[src/rtl/pdp_pkg.sv]
`timescale 1ns/1ps
package pdp_pkg;
  typedef enum logic [1:0] {
    MODE_SLEEP = 2'd0,
    MODE_P4    = 2'd1,
    MODE_P8    = 2'd2
  } pd_mode_t;

  typedef enum logic [2:0] {
    ST_IDLE = 3'd0,
    ST_GOT1 = 3'd1,
    ST_GOT2 = 3'd2,
    ST_GOT3 = 3'd3,
    ST_GOT4 = 3'd4,
    ST_GOT5 = 3'd5
  } step_t;
endpackage

[src/rtl/pdp_keydec.sv]
`timescale 1ns/1ps
module pdp_keydec #(
  parameter int AW = 21
) (
  input  logic [AW-1:0] addr,
  output logic          is_top,
  output logic          is_p4,
  output logic          is_p8
);
  localparam logic [AW-1:0] TOP_ADDR = {AW{1'b1}};
  localparam logic [AW-1:0] P4_KEY   = TOP_ADDR & ~(AW'(1) << (AW-2));
  localparam logic [AW-1:0] P8_KEY   = TOP_ADDR & ~(AW'(1) << (AW-1));

  always_comb begin
    is_top = (addr == TOP_ADDR);
    is_p4  = (addr == P4_KEY);
    is_p8  = (addr == P8_KEY);
  end
endmodule

[src/rtl/pdp_gap.sv]
`timescale 1ns/1ps
module pdp_gap (
  input  logic clk,
  input  logic rst,
  input  logic acc_valid,
  input  logic standby,
  output logic gap_ok
);
  always_ff @(posedge clk) begin
    if (rst)            gap_ok <= 1'b1;
    else if (acc_valid) gap_ok <= 1'b0;
    else if (standby)   gap_ok <= 1'b1;
  end
endmodule

[src/rtl/pdp_seq.sv]
`timescale 1ns/1ps
module pdp_seq
  import pdp_pkg::*;
#(
  parameter int DW = 16
) (
  input  logic          clk,
  input  logic          rst,
  input  logic          acc_valid,
  input  logic          acc_write,
  input  logic [DW-1:0] acc_data,
  input  logic          gap_ok,
  input  logic          is_top,
  input  logic          is_p4,
  input  logic          is_p8,
  output pd_mode_t      mode_q,
  output logic          norm_q,
  output logic          supp_q,
  output logic          err_q
);
  step_t         st_q, st_n, eff;
  logic [DW-1:0] ref_q, ref_n;
  pd_mode_t      mode_n;
  logic          norm_n, supp_n, err_n;

  always_comb begin
    eff    = gap_ok ? st_q : ST_IDLE;
    st_n   = st_q;
    ref_n  = ref_q;
    mode_n = mode_q;
    norm_n = 1'b0;
    supp_n = 1'b0;
    err_n  = 1'b0;
    if (acc_valid) begin
      st_n = ST_IDLE;
      if (!acc_write) begin
        if (eff == ST_GOT5) begin
          if (is_top)     mode_n = MODE_SLEEP;
          else if (is_p4) mode_n = MODE_P4;
          else if (is_p8) mode_n = MODE_P8;
          else            err_n  = 1'b1;
        end else if (is_top) begin
          st_n  = ST_GOT1;
          ref_n = acc_data;
        end
      end else begin
        case (eff)
          ST_GOT1, ST_GOT2: begin
            norm_n = 1'b1;
            if (is_top && acc_data == ref_q) st_n = step_t'(eff + 3'd1);
          end
          ST_GOT3, ST_GOT4: begin
            supp_n = 1'b1;
            if (is_top) st_n = step_t'(eff + 3'd1);
          end
          default: norm_n = 1'b1;
        endcase
      end
    end
  end

  always_ff @(posedge clk) begin
    if (rst) begin
      st_q   <= ST_IDLE;
      ref_q  <= '0;
      mode_q <= MODE_SLEEP;
      norm_q <= 1'b0;
      supp_q <= 1'b0;
      err_q  <= 1'b0;
    end else begin
      st_q   <= st_n;
      ref_q  <= ref_n;
      mode_q <= mode_n;
      norm_q <= norm_n;
      supp_q <= supp_n;
      err_q  <= err_n;
    end
  end

  assert_mode_legal_R2: assert property (@(posedge clk) disable iff (rst)
    mode_q != 2'd3);
  assert_mode_only_on_read_R2: assert property (@(posedge clk) disable iff (rst)
    (mode_q != $past(mode_q)) |-> $past(acc_valid && !acc_write && gap_ok));
  assert_err_keeps_mode_R8: assert property (@(posedge clk) disable iff (rst)
    err_q |-> $stable(mode_q));
  assert_err_from_read_R8: assert property (@(posedge clk) disable iff (rst)
    err_q |-> $past(acc_valid && !acc_write));
  assert_flags_exclusive_R6: assert property (@(posedge clk) disable iff (rst)
    !(norm_q && supp_q));
  assert_flag_from_write_R10: assert property (@(posedge clk) disable iff (rst)
    (norm_q || supp_q) |-> $past(acc_valid && acc_write));
  assert_pulse_single_R10: assert property (@(posedge clk) disable iff (rst)
    (norm_q || supp_q || err_q) |=> !(err_q && $past(err_q)));
endmodule

[src/rtl/pdp_detect.sv]
`timescale 1ns/1ps
module pdp_detect #(
  parameter int AW = 21,
  parameter int DW = 16
) (
  input  logic          clk,
  input  logic          rst,
  input  logic          acc_valid,
  input  logic          acc_write,
  input  logic [AW-1:0] acc_addr,
  input  logic [DW-1:0] acc_data,
  input  logic          standby,
  output logic [1:0]    mode_o,
  output logic          wr_normal_o,
  output logic          wr_supp_o,
  output logic          key_err_o
);
  import pdp_pkg::*;

  logic     is_top, is_p4, is_p8, gap_ok;
  pd_mode_t mode_q;

  pdp_keydec #(.AW(AW)) u_dec (
    .addr   (acc_addr),
    .is_top (is_top),
    .is_p4  (is_p4),
    .is_p8  (is_p8)
  );

  pdp_gap u_gap (
    .clk       (clk),
    .rst       (rst),
    .acc_valid (acc_valid),
    .standby   (standby),
    .gap_ok    (gap_ok)
  );

  pdp_seq #(.DW(DW)) u_seq (
    .clk       (clk),
    .rst       (rst),
    .acc_valid (acc_valid),
    .acc_write (acc_write),
    .acc_data  (acc_data),
    .gap_ok    (gap_ok),
    .is_top    (is_top),
    .is_p4     (is_p4),
    .is_p8     (is_p8),
    .mode_q    (mode_q),
    .norm_q    (wr_normal_o),
    .supp_q    (wr_supp_o),
    .err_q     (key_err_o)
  );

  assign mode_o = mode_q;
endmodule

[config.mk]
export PLATFORM = sky130hd
export DESIGN_NAME = pdp_detect
export DESIGN_NICKNAME = d
export VERILOG_FILES = /design/src/rtl/pdp_pkg.sv /design/src/rtl/pdp_keydec.sv /design/src/rtl/pdp_gap.sv /design/src/rtl/pdp_seq.sv /design/src/rtl/pdp_detect.sv
export SDC_FILE = /design/constraint.sdc
export NUM_CORES = 1
export LEC_CHECK = 0
export BUFFER_PORTS_ARGS = -buffer_cell sky130_fd_sc_hd__buf_2
export CELL_PAD_IN_SITES_DETAIL_PLACEMENT = 1
export CELL_PAD_IN_SITES_GLOBAL_PLACEMENT = 1
export CORE_UTILIZATION = 35
export DETAILED_ROUTE_END_ITERATION = 12
export PLACE_DENSITY_LB_ADDON = 0.2
export SLEW_MARGIN = 20
export SYNTH_ARGS = -nofsm -noshare
export SYNTH_HDL_FRONTEND = slang
export SYNTH_SLANG_ARGS = --single-unit
[constraint.sdc]
create_clock -name clk -period 2.3 [get_ports clk]
set_clock_uncertainty 0.15 [all_clocks]
set_input_delay 0.46 -clock clk [delete_from_list [all_inputs] [get_ports clk]]
set_output_delay 0.46 -clock clk [all_outputs]
set_load 0.05 [all_outputs]
==> results of run 1 <==
critical path, cell delays in order (launching register included):
cell,delay [ns]
dfxtp_1,0.45
nand2_1,0.14
inv_1,0.13
ha_1,0.19
nand3_1,0.12
nor2b_1,0.19
nand4_4,0.08
buf_12,0.17
a21boi_0,0.21
o32ai_1,0.11
path summary, 6_finish.rpt:
kind | from | to | slack (ns) | cells after the start
worst min-delay path | standby | u_gap.gap_ok$_SDFFE_PP1P_ | 0.22 | 3
worst max-delay path | u_gap.gap_ok$_SDFFE_PP1P_ | u_seq.st_q[0]$_SDFFE_PP0P_ | 0.24 | 9
worst max register to register | u_gap.gap_ok$_SDFFE_PP1P_ | u_seq.st_q[0]$_SDFFE_PP0P_ | 0.24 | 9
worst min register to register | u_seq.mode_q[0]$_SDFFE_PP0P_ | u_seq.mode_q[0]$_SDFFE_PP0P_ | 0.31 | 2
metal layers:
layer  GRT usage [%]  share of wire [%]
met5               0                  0
met4            6.67               0.80
met3            3.11                3.1
met2            29.5                 53
met1            19.9                 43
area by class of cell:
type / count / area, µm²
clock buffer: 3 / 22.5
clock inverter: 1 / 5.00
fill: 424 / 1820
inverter: 4 / 15.0
multi-input combinational: 100 / 719
sequential: 25 / 500
tap: 46 / 57.6
timing repair buffer: 47 / 250
registers in the layout, indices dropped and copies added (netlist names):
signal / flops
u_seq.mode_q: 2
u_seq.st_q: 3
u_seq.ref_q: 16
u_seq.norm_q: 1
u_seq.supp_q: 1
u_gap.gap_ok: 1
u_seq.err_q: 1
metrics by stage:
stage	util, %	total power [mW]	std cells	hold slack [ns]
finish	46.3	0.710	226	0.220
CTS	45.7	0.725	225	0.204
global placement	44.9	0.523	221	0.292
detailed placement	44.9	0.525	221	0.300
global route	46.3	0.754	226	0.218
floorplan	-	0.476	132	0.275
layout by cell type, fill, tap and decap left out, types with 3 or more instances in the layout:
cell type | Yosys | layout
ha_1 | 4 | 4
xnor2_1 | 13 | 13
nand2_1 | 8 | 8
clkbuf_4 | 0 | 3
dfxtp_1 | 25 | 25
nand4_1 | 8 | 8
a21oi_1 | 3 | 3
inv_1 | 4 | 4
buf_2 | 0 | 46
nor2_1 | 21 | 21
xor2_1 | 3 | 3
mux2i_1 | 17 | 17
repair_timing:
action                                  CTS  global route
setup buffers                             0             1
gates resized for setup                   0             0
hold buffers                              0             0
endpoints found under the setup margin    0            17
power by group:
group | switching, mW | internal [mW]
clock network | 0.130 | 0.0651
registers | 0.00204 | 0.435
logic | 0.0383 | 0.0394
total | 0.170 | 0.539
kinds of logic (layout without fill, tap and decap cells):
kind of cell / after synthesis / in the layout / synth area share (%)
compound gates: 11 / 11 / 5.99
flops: 25 / 25 / 39.9
simple gates: 51 / 51 / 21.8
buf+inv: 7 / 55 / 2.69
xor+xnor: 16 / 16 / 11.2
fa+ha+maj: 4 / 4 / 3.99
mux: 18 / 18 / 14.5
==> impl_metrics.tcl, run 1 <==
set metrics [dict create \
    cts_tree "yes" \
    antenna_left 0 \
    drt-initial-drc-count 24 \
    fin_tns_setup_ns 0 \
    setup_viol 0 \
    htreeDepth 1 \
    io_buffers 46 \
    avgSynthCellArea_um2 9.50 \
    synth_warnings 0 \
    netlist_area_um2 1250 \
    die_height_um 61.9 \
    syn_inst 132 \
    vias 1075 \
    worstPathArrival_ns 2.10 \
    first_pass_iters 3 \
    area_delta_synth_final_pct 25.2 \
    grt_use_total_pct 16.7 \
    synth_commonest_cells "25 x dfxtp_1, 21 x nor2_1, 17 x mux2i_1" \
    synth-edff-count 0 \
    die_area_um2 3830 \
    synthFlopType "dfxtp_1" \
    pre_cts_slack_ns 0.102 \
    setup_ws_ns 0.244 \
    yosysTopAreaCellShare_pct 39.9 \
    grt_pass1_vias 1062 \
    pin_count 47 \
    clock-sinks 25 \
    hold_path.class "in2reg" \
    finalCritPeriodShare_pct 89.4 \
    cts_buffers 3 \
    p_leak_nw 0.799 \
    core_area_um2 3390 \
    slew_viol_final 0 \
    detail_route.wl_per_cell_um 12.2 \
    gp_congestion 0.732 \
    grt-ovfl-total 0 \
    grt_setup_unrepaired "no" \
    max_freq_mhz 486 \
    start_util_pct 37.0 \
    async_flop_share_pct 0 \
    critPathMaxFanout 17 \
    dp_hpwl_um 2200 \
    placed_cell_area_um2 1520 \
    hold_viol 0 \
    grt_pass1_wl_um 4570 \
    diodes 0 \
    worstSkewPairLatency_ns 0.31 \
    die_w_um 61.9 \
    fin_crit_ns 2.06 \
    clk_path_buf_depth 2 \
    worstPathRequired_ns 2.35 \
    rows 21 \
    ys_ff_latch 25 \
    synth_most_common_cell "dfxtp_1" \
    clk_pin_slew_worst_paths_ns 0.13 \
    synth.net_count 178 \
    crit_path_start_kind "register" \
    slew_headroom_pct 70.6 \
    routed_wl_um 2760 \
    synth.area.top_cells "dfxtp_1 40%, mux2i_1 14%, xnor2_1 9.1%" \
    post_synth_num_cell_types 32 \
    fin_nets 227 \
    ys_seq_area_share_pct 39.9 \
    clockRootBuffer "clkbuf_4" \
    status "complete, no violations" \
    antenna_found_initial 0 \
    path_class "reg2reg" \
    drc 0 \
    vdd_ir_drop_max_mv 0.270 \
    tightest_slew_ns 0.441 \
    viasPerCell 4.76 \
    stdcell_area_um2 1570 \
    pwr_density_cell_nw_per_um2 452 \
    synth_top_area_cell "dfxtp_1" \
    grt_max_degree 25 \
    cap_violations 0 \
    drive_gt1_share_pct 30.0 \
    cp-end-kind "register" \
]
No activity file was read; power rests on OpenSTA's default activity.
==> run 2, diff against run 1 <==
- GPL_TIMING_DRIVEN: unset -> 0
- REMOVE_ABC_BUFFERS: unset -> 1
==> impl_metrics.tcl, run 2 (same netlist as run 1, synthesis figures left out) <==
set metrics [dict create \
    rows 21 \
    area_delta_synth_final_pct 25.2 \
    die_area_um2 3830 \
    slew_headroom_pct 70.5 \
    setup_viol 0 \
    top_layer "met4" \
    worst_hold_startpoint "acc_data[11]" \
    reg2reg_depth 9 \
    drc 0 \
    clockRootBuffer "clkbuf_4" \
    crit_path_start_kind "register" \
    fin_crit_ns 1.99 \
    drt-initial-drc-count 8 \
    fin_nets 227 \
    vias 1084 \
    grt_pass1_vias 1038 \
    cp-end-kind "register" \
    cts_buffers 3 \
    grt_pass1_wl_um 4380 \
    antenna_left 0 \
    drt-met1-wl_um 1230 \
    power.clock.fraction_pct 28.6 \
    crit_chain "nand2_1, inv_1, ha_1, nand3_1, nor2b_1, nand4_4, buf_12, a21boi_0, o32ai_1" \
    status "complete, no violations" \
    cap_violations 0 \
    worstPathRequired_ns 2.36 \
    reg2reg_from "u_gap.gap_ok$_SDFFE_PP1P_" \
    clk_pin_slew_worst_paths_ns 0.16 \
    max_freq_mhz 504 \
    hold_end "u_seq.ref_q[11]$_SDFFE_PP0P_" \
    dp_hpwl_um 2220 \
    routed_wl_um 2790 \
    crit_path_top_delay_cell "dfxtp_1" \
    tightest_slew_ns 0.442 \
    drive_gt1_share_pct 30.0 \
    layout_commonest_cell "buf_2" \
    pin_count 47 \
    path_class "reg2reg" \
    first_pass_iters 2 \
    grt_max_degree 25 \
    regMostFlops "u_seq.ref_q" \
    largest_reg_flops 16 \
    holdPathStages 3 \
    worstSkewPairLatency_ns 0.32 \
    final_cell_mix "46 x buf_2, 25 x dfxtp_1, 21 x nor2_1" \
    cpPeakStageDelay_ns 0.43 \
    detail_route.wl_per_cell_um 12.3 \
    met3_length_um 143 \
    die_w_um 61.9 \
    r2r_slack_ns 0.31 \
    swShare_pct 25.1 \
    nFillCells 423 \
    pwr_density_cell_nw_per_um2 459 \
    fin_tns_setup_ns 0 \
    r2r_end "u_seq.st_q[0]$_SDFFE_PP0P_" \
    start_util_pct 37.0 \
    pwr-share-seq_pct 60.7 \
    seq_area_um2 500 \
    p_int_mw 0.540 \
    die_height_um 61.9 \
    p_leak_nw 0.799 \
    diodes 0 \
    core_area_um2 3390 \
    gp_congestion 0.652 \
    wl_met2_um 1390 \
    reg_top3 "u_seq.ref_q: 16 flops, u_seq.st_q: 3 flops, u_seq.mode_q: 2 flops" \
    finalCritPeriodShare_pct 86.3 \
    power.total_mw 0.720 \
    htreeDepth 1 \
    io_buffers 46 \
    multi_input_comb_area_um2 719 \
    clk_path_buf_depth 2 \
    power.switching_mw 0.181 \
    grt-ovfl-total 0 \
    worstPathArrival_ns 2.05 \
    slew_viol_final 0 \
    cts-hold-fix-buffers 0 \
    vdd_ir_drop_max_mv 0.265 \
    cts_tree "yes" \
    hold_viol 0 \
    hold_path.class "in2reg" \
    clock-sinks 25 \
    grt_use_total_pct 15.4 \
    grt_setup_unrepaired "no" \
    antenna_found_initial 0 \
    cts_setup_buffers 0 \
    p_comb_share_pct 10.8 \
    viasPerCell 4.80 \
    critPathMaxFanout 17 \
    cts_resized 0 \
]
-- run 2: cell counts in the layout (fill, tap and decap cells not counted) --
Identical to the previous run, type by type.
-- run 2: how the worst max path moves through the flow --
stage / from / to / slack (ns) / cells past startpoint
after floorplan: acc_addr[7] / u_seq.st_q[0]$_SDFFE_PP0P_ / 0.40 / 5
after global placement: acc_addr[7] / u_seq.st_q[0]$_SDFFE_PP0P_ / 0.14 / 6
after detailed placement: acc_addr[7] / u_seq.st_q[0]$_SDFFE_PP0P_ / 0.05 / 6
after CTS: u_gap.gap_ok$_SDFFE_PP1P_ / u_seq.st_q[0]$_SDFFE_PP0P_ / 0.08 / 8
after global routing: u_gap.gap_ok$_SDFFE_PP1P_ / u_seq.st_q[0]$_SDFFE_PP0P_ / 0.14 / 9
final: u_gap.gap_ok$_SDFFE_PP1P_ / u_seq.st_q[0]$_SDFFE_PP0P_ / 0.31 / 9
-- run 2: layout make-up --
class | instances | share of cell area [%]
multi-input cells | 100 | 45.8
flip-flops and latches | 25 | 31.9
repair buffers | 47 | 15.9
well taps | 46 | 3.67
clock buffers | 3 | 1.43
inverters | 4 | 0.956
clock inverters | 1 | 0.319
-- run 2: critical path, delay by kind of cell, from the launching register on --
kind | cells | cell delay [ns]
buf+inv | 2 | 0.30
compound gates | 2 | 0.31
simple gates | 4 | 0.51
flops | 1 | 0.43
fa+ha+maj | 1 | 0.18
-- run 2: layer usage --
layer | up-vias | global-route usage, %
met5 | - | 0
met1 | 504 | 18.4
li1 | 550 | -
met4 | 0 | 4.76
met3 | 2 | 2.28
met2 | 28 | 28.3
-- run 2: power groups by stage --
stage	clock [mW]	combinational, mW	sequential (mW)
after floorplan	0	0.0235	0.448
after global placement	0	0.0756	0.446
after detailed placement	0	0.0787	0.446
after CTS	0.211	0.0789	0.437
after global routing	0.233	0.0859	0.437
final	0.206	0.0776	0.437
-- run 2: metrics by stage --
step | hold WS [ns] | instance area, µm² | setup slack, ns | utilization [%] | instances
after global placement | 0.286 | 1520 | 0.140 | 44.9 | 221
after detailed placement | 0.311 | 1520 | 0.0520 | 44.9 | 221
after CTS | 0.229 | 1550 | 0.0756 | 45.7 | 225
after floorplan | 0.275 | 1230 | 0.404 | - | 129
after global routing | 0.221 | 1570 | 0.136 | 46.3 | 226
final | 0.227 | 1570 | 0.315 | 46.3 | 226
==> run 3, diff against run 2 <==
- CORE_MARGIN: unset -> 5
- PLACE_DENSITY: unset -> 0.83
- PLACE_DENSITY_LB_ADDON: 0.2 -> unset
==> impl_metrics.tcl, run 3 (same netlist as run 1, synthesis figures left out) <==
set metrics [dict create \
    drive_gt1_share_pct 29.4 \
    final_cell_mix "46 x buf_2, 25 x dfxtp_1, 21 x nor2_1" \
    area_delta_synth_final_pct 25.1 \
    cts_tree "yes" \
    cap_violations 0 \
    tightest_slew_ns 0.450 \
    fin_tns_setup_ns 0 \
    routed_wl_um 3170 \
    antenna_found_initial 0 \
    critPathMaxFanout 17 \
    diodes 0 \
    grt_use_total_pct 13.5 \
    hold_viol 0 \
    antenna_left 0 \
    p_leak_nw 0.796 \
    crit_path_top_delay_cell "dfxtp_1" \
    die_area_um2 4880 \
    grt_pass1_vias 1288 \
    rows 21 \
    grt_setup_unrepaired "no" \
    reg_top3 "u_seq.ref_q: 16 flops, u_seq.st_q: 3 flops, u_seq.mode_q: 2 flops" \
    hold_path.class "in2reg" \
    vdd_ir_drop_max_mv 0.352 \
    cts-hold-fix-buffers 0 \
    viasPerCell 4.99 \
    cts_buffers 3 \
    cp-end-kind "register" \
    holdPathStages 3 \
    worstPathArrival_ns 2.09 \
    nFillCells 428 \
    die_w_um 69.9 \
    clk_pin_slew_worst_paths_ns 0.13 \
    pin_count 47 \
    start_util_pct 37.0 \
    grt_pass1_wl_um 5450 \
    cts_setup_buffers 0 \
    clk_path_buf_depth 2 \
    clock-sinks 25 \
    die_height_um 69.9 \
    clockRootBuffer "clkbuf_4" \
    crit_chain "nand2_1, inv_1, ha_1, nand3_1, nor2b_1, nand4_4, buf_12, mux2i_1, nor2_1" \
    cts_resized 0 \
    worstPathRequired_ns 2.36 \
    fin_nets 227 \
    setup_viol 0 \
    htreeDepth 1 \
    vias 1128 \
    seq_area_um2 500 \
    core_area_um2 3390 \
    reg2reg_depth 9 \
    layout_commonest_cell "buf_2" \
    status "complete, no violations" \
    finalCritPeriodShare_pct 88.1 \
    gp_congestion 0.852 \
    largest_reg_flops 16 \
    grt-ovfl-total 0 \
    detail_route.wl_per_cell_um 14.0 \
    first_pass_iters 4 \
    multi_input_comb_area_um2 719 \
    max_freq_mhz 493 \
    cpPeakStageDelay_ns 0.38 \
    pwr_density_cell_nw_per_um2 458 \
    slew_viol_final 0 \
    regMostFlops "u_seq.ref_q" \
    drt-initial-drc-count 44 \
    path_class "reg2reg" \
    slew_headroom_pct 70.0 \
    fin_crit_ns 2.03 \
    grt_max_degree 25 \
    worstSkewPairLatency_ns 0.32 \
    crit_path_start_kind "register" \
    drc 0 \
    io_buffers 46 \
    final_core_util_pct 46.3 \
    dp_hpwl_um 2550 \
]
run 3: power breakdown:
part	internal (mW)	switching [mW]	total [mW]	leakage (nW)
Clock	0.0681	0.135	0.203	0.0150
Sequential	0.435	0.00186	0.437	0.202
Combinational	0.0394	0.0393	0.0787	0.579
Total	0.542	0.176	0.718	0.796
run 3: final cells by class:
cell class,instances,area share [%]
clock buffer,4,1.67
inverter,4,0.957
timing repair buffer,47,15.9
sequential,25,31.9
tap,46,3.67
multi-input combinational,100,45.9
run 3: metrics by stage:
| stage | hold slack [ns] | power, mW | std cells | cell area [µm²] | setup slack [ns] |
|---|---|---|---|---|---|
| finish | 0.218 | 0.718 | 226 | 1570 | 0.273 |
| global route | 0.213 | 0.761 | 226 | 1570 | 0.0794 |
| CTS | 0.213 | 0.729 | 225 | 1550 | 0.0151 |
| detailed placement | 0.306 | 0.526 | 221 | 1520 | 0.0761 |
| global placement | 0.290 | 0.522 | 221 | 1520 | 0.156 |
| floorplan | 0.275 | 0.472 | 129 | 1230 | 0.404 |
run 3: routing by layer:
metal / wire (µm) / up-vias / GRT usage [%]
met5: 0 / - / 0
met3: 277 / 2 / 5.02
met2: 1620 / 44 / 24.9
met1: 1270 / 527 / 14.0
li1: - / 555 / -
met4: 7 / 0 / 4.26
run 3: worst paths after layout:
| kind | start | endpoint | slack (ns) |
|---|---|---|---|
| max reg2reg | u_gap.gap_ok$_SDFFE_PP1P_ | u_seq.ref_q[15]$_SDFFE_PP0P_ | 0.27 |
| min reg2reg | u_seq.mode_q[0]$_SDFFE_PP0P_ | u_seq.mode_q[0]$_SDFFE_PP0P_ | 0.32 |
| min | standby | u_gap.gap_ok$_SDFFE_PP1P_ | 0.22 |
| max | u_gap.gap_ok$_SDFFE_PP1P_ | u_seq.ref_q[15]$_SDFFE_PP0P_ | 0.27 |
run 3: worst max-delay path: cells and delay by family, from the launching register on:
kind | cells | cell delay (ns)
flops | 1 | 0.38
fa+ha+maj | 1 | 0.22
simple gates | 5 | 0.69
buf+inv | 2 | 0.28
mux | 1 | 0.18
